<file path="src/rtl/hbus_pkg.sv">
package hbus_pkg;
    typedef enum logic [1:0] {
        ST_IDLE,
        ST_READ,
        ST_WRITE,
        ST_COMMIT
    } hbus_state_e;

    localparam int STATUS_IDX = 0;
    localparam int MASK_IDX   = 1;
endpackage

</file>
<file path="src/rtl/hbus_sync.sv">
module hbus_sync #(
    parameter int          W       = 4,
    parameter logic [W-1:0] RST_VAL = '1
) (
    input  logic         clk,
    input  logic         rst_n,
    input  logic [W-1:0] d,
    output logic [W-1:0] q
);
    for (genvar g = 0; g < W; g++) begin : g_bit
        logic s1, s2;
        always_ff @(posedge clk or negedge rst_n) begin
            if (!rst_n) begin
                s1 <= RST_VAL[g];
                s2 <= RST_VAL[g];
            end else begin
                s1 <= d[g];
                s2 <= s1;
            end
        end
        assign q[g] = s2;
    end
endmodule

</file>
<file path="src/rtl/hbus_addr.sv">
module hbus_addr #(
    parameter int AW = 5,
    parameter int DW = 8
) (
    input  logic          clk,
    input  logic          rst_n,
    input  logic          mode_direct,
    input  logic          ale_s,
    input  logic [DW-1:0] dq_in,
    input  logic [AW-1:0] addr,
    output logic [AW-1:0] addr_eff
);
    logic          ale_d;
    logic [AW-1:0] mux_q;
    logic [AW-1:0] dir_q;

    always_ff @(posedge clk or negedge rst_n) begin
        if (!rst_n) begin
            ale_d <= 1'b0;
            mux_q <= '0;
            dir_q <= '0;
        end else begin
            ale_d <= ale_s;
            dir_q <= addr;
            if (ale_s && !ale_d)
                mux_q <= dq_in[AW-1:0];
        end
    end

    assign addr_eff = mode_direct ? dir_q : mux_q;
endmodule

</file>
<file path="src/rtl/hbus_ctrl.sv">
module hbus_ctrl
    import hbus_pkg::*;
#(
    parameter int AW = 5,
    parameter int DW = 8
) (
    input  logic          clk,
    input  logic          rst_n,
    input  logic          mode_moto,
    input  logic          cs_s,
    input  logic          sa_s,
    input  logic          sb_s,
    input  logic [AW-1:0] addr_eff,
    input  logic [DW-1:0] dq_in,
    output logic          rd_act,
    output logic          wr_act,
    output logic          dq_oe,
    output logic          reg_we,
    output logic [AW-1:0] wr_addr,
    output logic [DW-1:0] wr_data
);
    hbus_state_e state, state_n;

    // strobe decode per bus style
    assign rd_act = !cs_s && (mode_moto ? (!sa_s && sb_s)  : !sa_s);
    assign wr_act = !cs_s && (mode_moto ? (!sa_s && !sb_s) : !sb_s);

    always_comb begin
        state_n = state;
        unique case (state)
            ST_IDLE: begin
                if (rd_act)      state_n = ST_READ;
                else if (wr_act) state_n = ST_WRITE;
            end
            ST_READ:   if (!rd_act) state_n = ST_IDLE;
            ST_WRITE:  if (!wr_act) state_n = ST_COMMIT;
            ST_COMMIT: state_n = ST_IDLE;
            default:   state_n = ST_IDLE;
        endcase
    end

    always_ff @(posedge clk or negedge rst_n) begin
        if (!rst_n) state <= ST_IDLE;
        else        state <= state_n;
    end

    always_comb begin
        dq_oe  = 1'b0;
        reg_we = 1'b0;
        unique case (state)
            ST_IDLE:   ;
            ST_READ:   dq_oe  = 1'b1;
            ST_WRITE:  ;
            ST_COMMIT: reg_we = 1'b1;
            default:   ;
        endcase
    end

    // hold address and data sampled while the write strobe is active
    always_ff @(posedge clk or negedge rst_n) begin
        if (!rst_n) begin
            wr_addr <= '0;
            wr_data <= '0;
        end else if (state_n == ST_WRITE) begin
            wr_addr <= addr_eff;
            wr_data <= dq_in;
        end
    end
endmodule

</file>
<file path="src/rtl/hbus_regs.sv">
module hbus_regs
    import hbus_pkg::*;
#(
    parameter int DEPTH = 32,
    parameter int DW    = 8,
    parameter int AW    = 5
) (
    input  logic          clk,
    input  logic          rst_n,
    input  logic          we,
    input  logic [AW-1:0] waddr,
    input  logic [DW-1:0] wdata,
    input  logic [AW-1:0] raddr,
    input  logic [DW-1:0] ev_in,
    output logic [DW-1:0] rdata,
    output logic [DW-1:0] status_q,
    output logic [DW-1:0] mask_q
);
    logic [DW-1:0] mem [DEPTH];

    for (genvar g = 0; g < DEPTH; g++) begin : g_loc
        if (g == STATUS_IDX) begin : g_status
            logic [DW-1:0] clr;
            assign clr = (we && waddr == AW'(g)) ? wdata : '0;
            always_ff @(posedge clk or negedge rst_n) begin
                if (!rst_n) mem[g] <= '0;
                else        mem[g] <= (mem[g] & ~clr) | ev_in;
            end
        end else begin : g_plain
            always_ff @(posedge clk or negedge rst_n) begin
                if (!rst_n)                        mem[g] <= '0;
                else if (we && waddr == AW'(g))    mem[g] <= wdata;
            end
        end
    end

    assign rdata    = mem[raddr];
    assign status_q = mem[STATUS_IDX];
    assign mask_q   = mem[MASK_IDX];
endmodule

</file>
<file path="src/rtl/hbus_port.sv">
module hbus_port #(
    parameter int DEPTH = 32,
    parameter int DW    = 8,
    parameter int AW    = $clog2(DEPTH)
) (
    input  logic          clk,
    input  logic          rst_n,
    input  logic          mode_direct,
    input  logic          mode_moto,
    input  logic          cs_n,
    input  logic          ale,
    input  logic          strb_a,
    input  logic          strb_b,
    input  logic [AW-1:0] addr,
    input  logic [DW-1:0] dq_in,
    output logic [DW-1:0] dq_out,
    output logic          dq_oe,
    input  logic [DW-1:0] ev_in,
    output logic          irq_n
);
    logic          cs_s, ale_s, sa_s, sb_s;
    logic [AW-1:0] addr_eff;
    logic          rd_act, wr_act, reg_we;
    logic [AW-1:0] wr_addr;
    logic [DW-1:0] wr_data;
    logic [DW-1:0] status_q, mask_q;

    hbus_sync #(.W(4), .RST_VAL(4'b1011)) u_sync (
        .clk   (clk),
        .rst_n (rst_n),
        .d     ({cs_n, ale, strb_a, strb_b}),
        .q     ({cs_s, ale_s, sa_s, sb_s})
    );

    hbus_addr #(.AW(AW), .DW(DW)) u_addr (
        .clk         (clk),
        .rst_n       (rst_n),
        .mode_direct (mode_direct),
        .ale_s       (ale_s),
        .dq_in       (dq_in),
        .addr        (addr),
        .addr_eff    (addr_eff)
    );

    hbus_ctrl #(.AW(AW), .DW(DW)) u_ctrl (
        .clk       (clk),
        .rst_n     (rst_n),
        .mode_moto (mode_moto),
        .cs_s      (cs_s),
        .sa_s      (sa_s),
        .sb_s      (sb_s),
        .addr_eff  (addr_eff),
        .dq_in     (dq_in),
        .rd_act    (rd_act),
        .wr_act    (wr_act),
        .dq_oe     (dq_oe),
        .reg_we    (reg_we),
        .wr_addr   (wr_addr),
        .wr_data   (wr_data)
    );

    hbus_regs #(.DEPTH(DEPTH), .DW(DW), .AW(AW)) u_regs (
        .clk      (clk),
        .rst_n    (rst_n),
        .we       (reg_we),
        .waddr    (wr_addr),
        .wdata    (wr_data),
        .raddr    (addr_eff),
        .ev_in    (ev_in),
        .rdata    (dq_out),
        .status_q (status_q),
        .mask_q   (mask_q)
    );

    assign irq_n = ~|(status_q & mask_q);
endmodule

</file>
<file path="config.mk">
export PLATFORM = sky130hd
export DESIGN_NAME = hbus_port
export DESIGN_NICKNAME = d
export VERILOG_FILES = /design/src/rtl/hbus_pkg.sv /design/src/rtl/hbus_sync.sv /design/src/rtl/hbus_addr.sv /design/src/rtl/hbus_ctrl.sv /design/src/rtl/hbus_regs.sv /design/src/rtl/hbus_port.sv
export SDC_FILE = /design/constraint.sdc
export NUM_CORES = 1
export LEC_CHECK = 0
export ABC_AREA = 1
export BUFFER_PORTS_ARGS = -buffer_cell sky130_fd_sc_hd__buf_2
export CAP_MARGIN = 20
export CELL_PAD_IN_SITES_DETAIL_PLACEMENT = 0
export CELL_PAD_IN_SITES_GLOBAL_PLACEMENT = 1
export CORE_MARGIN = 1.5
export CORE_UTILIZATION = 45
export DETAILED_ROUTE_END_ITERATION = 8
export PLACE_DENSITY_LB_ADDON = 0.1
export SLEW_MARGIN = 20
export SYNTH_ARGS = -nofsm -noshare
export SYNTH_HDL_FRONTEND = slang
export SYNTH_SLANG_ARGS = --single-unit
</file>
<file path="constraint.sdc">
create_clock -name clk -period 2.6 [get_ports clk]
set_input_delay 0.52 -clock clk [delete_from_list [all_inputs] [get_ports clk]]
set_output_delay 0.52 -clock clk [all_outputs]
set_load 0.1 [all_outputs]
</file>
==> reports/qor.csv <==
metric;value;unit
status;finished, violations left;
violations;hold timing, setup timing;
synth_area_leaders;dfrtp_1, nand2_1, nand3_1;
ir_worst_vdd;0.797;mV
nets;1915;
postLayoutCellArea;17700;um2
crit_type;reg -> out;
die_w;179;um
cts_buffers;35;
critPathArrivalTime;2340;ps
ys.warnings.count;0;
crit_fanout;8;
layout-drive-gt1-share;0.184;
yosysTopAreaCellShare;0.508;
clock_skew;14.2;ps
power.density;993;nW/um2
grt_overflow;0;
synth_area_per_cell;7.67;um2
clock_latency;520;ps
crit_path_end_kind;output port;
syn-cell-area;14000;um2
setup_viol;8;
grt_pass1_vias;11600;
clockBufferDepth;3;
grt_pass1_wl;69.5;mm
antenna_left;0;
power_frac_clock;0.282;
synth_nets;1854;
power;0.0176;W
drt-pass1-iter-count;5;
clk_pin_slew_worst_paths;60;ps
crit_top_cell;buf_12;
antenna_found_initial;0;
min_period;2860;ps
power_frac_seq;0.375;
fin_crit_sh;1.10;
synthFlopType;dfrtp_1;
placed_area;15200;um2
p_int;0.0109;W
grt.total_usage;0.289;
finalNonFillerCells;2305;
p_sw_frac;0.377;
die_area;32200;um2
clock_sinks;290;
rsz0062_at_grt;yes;
synth_edf_count;0;
cp.required;2080;ps
viasPerCell;5.39;
wl_per_cell;19.8;um
yosysSeqAreaShare;0.519;
yosys.area.top_type;dfrtp_1;
fillers;2859;
path_cells;inv_2 > buf_6 > o21ai_4 > buf_12 > buf_12 > buf_12 > nand3_2 > nand3_2 > nand3_1 > nand2_1 > nand2_2 > nand2_4 > buf_12;
start_util;0.458;
cts_tree;built;
drv_slew;0;
setup_slack;-255;ps
ys_seq_elements;290;
worst_pin_slew;722;ps
whs;-8.66;ps
drc_errors;0;
vias;12400;
max_stage_delay;350;ps
slew-limit-headroom;0.518;
post-route-util;0.579;
hold_viol;11;
crit_path_top_delay_cell;dfrtp_1;
netlist_instances;1825;
yosysMostFrequentCell;nand2_1;
maxCapViolations;0;
hp-class;in -> async;
switchingPower;0.00664;W
fmax;350;MHz
synth_top_cells_by_count;nand2_1, nand3_1, dfrtp_1;
fp-row-count;64;
dp_cells;2214;
port_buffers;38;
grt_max_degree;72;
gp_congestion;0.832;
cts_root_buffer;clkbuf_16;
areaGrowthSynthToFinish;26.5;%
insertedDiodeCount;0;
cp-start-kind;flip-flop;
cts-hold-fix-buffers;0;
rr_worst_depth;4;
drt_wl_total;45.6;mm
comb_power_share;0.344;
fp.dieH;179;um
ys_types;28;
io_pins;39;
drt-initial-drc-count;1105;
dp_hpwl;28.0;mm
p_leak;8.31;nW
htree_levels;2;
synthArstFlopShare;1.00;
coreArea;30600;um2
-- flip-flops by register name (all words and copies together) (netlist names) --
name	cells
u_ctrl.wr_data	8
u_regs.mem	240
u_addr.dir_q	5
u_sync.g_bit.s2	4
u_addr.ale_d	1
u_addr.mux_q	5
u_regs.status_q	8
u_sync.g_bit.s1	4
u_regs.mask_q	8
u_ctrl.wr_addr	5
u_ctrl.state	2
-- worst max-delay path: cells and delay by family, from the launching register on --
family	cells	cell delay, ps
flops	1	350
buf+inv	6	790
compound gates	1	190
simple gates	6	470
-- per-layer routing --
metal,vias up,GRT usage,wire length (um)
met2,377,0.444,20500
met3,73,0.0468,2940
met1,6082,0.422,21200
met5,-,0,0
met4,0,0.0806,925
li1,5897,-,-
-- kinds of logic (layout without fill, tap and decap cells) --
logic type	after synthesis	in the layout	synth area share
compound gates	284	284	0.104
flops	290	290	0.519
buf+inv	376	459	0.107
simple gates	875	876	0.270
-- area by class of cell --
| type | instances | area, um2 | area share |
|---|---|---|---|
| Sequential cell | 290 | 7270 | 0.410 |
| Tap cell | 396 | 495 | 0.0280 |
| Timing Repair Buffer | 138 | 1790 | 0.101 |
| Clock inverter | 5 | 100 | 0.00565 |
| Multi-Input combinational cell | 1160 | 6030 | 0.340 |
| Inverter | 261 | 982 | 0.0555 |
| Clock buffer | 55 | 1050 | 0.0595 |
-- layout by cell type, fill, tap and decap left out, types with 2 or more instances in the layout --
cell type	netlist	layout
nand3_2	0	89
nand3b_1	25	25
clkbuf_1	79	12
o21ai_0	263	263
o21bai_1	8	8
bufinv_16	0	3
dfstp_2	6	6
clkbuf_16	0	40
a21oi_1	4	4
inv_2	3	3
buf_12	0	46
or2_2	2	2
nand2_4	1	8
inv_1	258	257
nand2_8	0	3
nor3_2	1	2
nand3_4	0	11
o21ai_2	4	3
nand2_1	516	478
clkinv_2	0	2
o21ai_1	2	2
nor2_1	31	29
buf_8	0	4
clkbuf_8	0	6
nand3_1	289	189
buf_16	0	5
o22ai_1	2	2
dfrtp_1	284	283
buf_2	16	28
or2_1	2	2
nand2_2	4	33
nor2_2	1	2
buf_4	12	40
buf_6	2	10
-- what timing repair did --
item,in CTS,in global routing
endpoints found under the setup margin,8,8
pin swaps,37,46
gates cloned,7,5
resized for setup,88,105
setup buffers,18,3
-- per-stage QoR --
step | TNS [ps] | setup WS (ps)
floorplan | 0 | 124
global placement | -1760 | -248
detailed placement | -1920 | -266
CTS | -2250 | -284
global route | -2590 | -340
finish | -1940 | -255
-- path summary, 6_finish.rpt --
path,slack (ps),endpoint,startpoint
worst max-delay path,-260,dq_out[0],u_addr.mux_q[1]
worst min-delay path,-9,u_regs.mem[133],rst_n
worst max register to register,610,u_regs.mem[27],u_ctrl.state[1]
worst min register to register,350,u_sync.g_bit[1].s2,u_sync.g_bit[1].s1
max in group asynchronous,1870,u_regs.mem[99],rst_n
min in group clk,110,u_sync.g_bit[1].s1,strb_a
-- power groups by stage --
stage / clock (W) / sequential (W) / combinational [W]
2_1_floorplan: 0 / 0.00644 / 0.00350
3_3_place_gp: 0 / 0.00659 / 0.00537
3_5_place_dp: 0 / 0.00662 / 0.00541
4_1_cts: 0.00506 / 0.00657 / 0.00577
5_1_grt: 0.00523 / 0.00674 / 0.00666
6_report: 0.00495 / 0.00659 / 0.00604
Power figures use the tool's default switching activity.
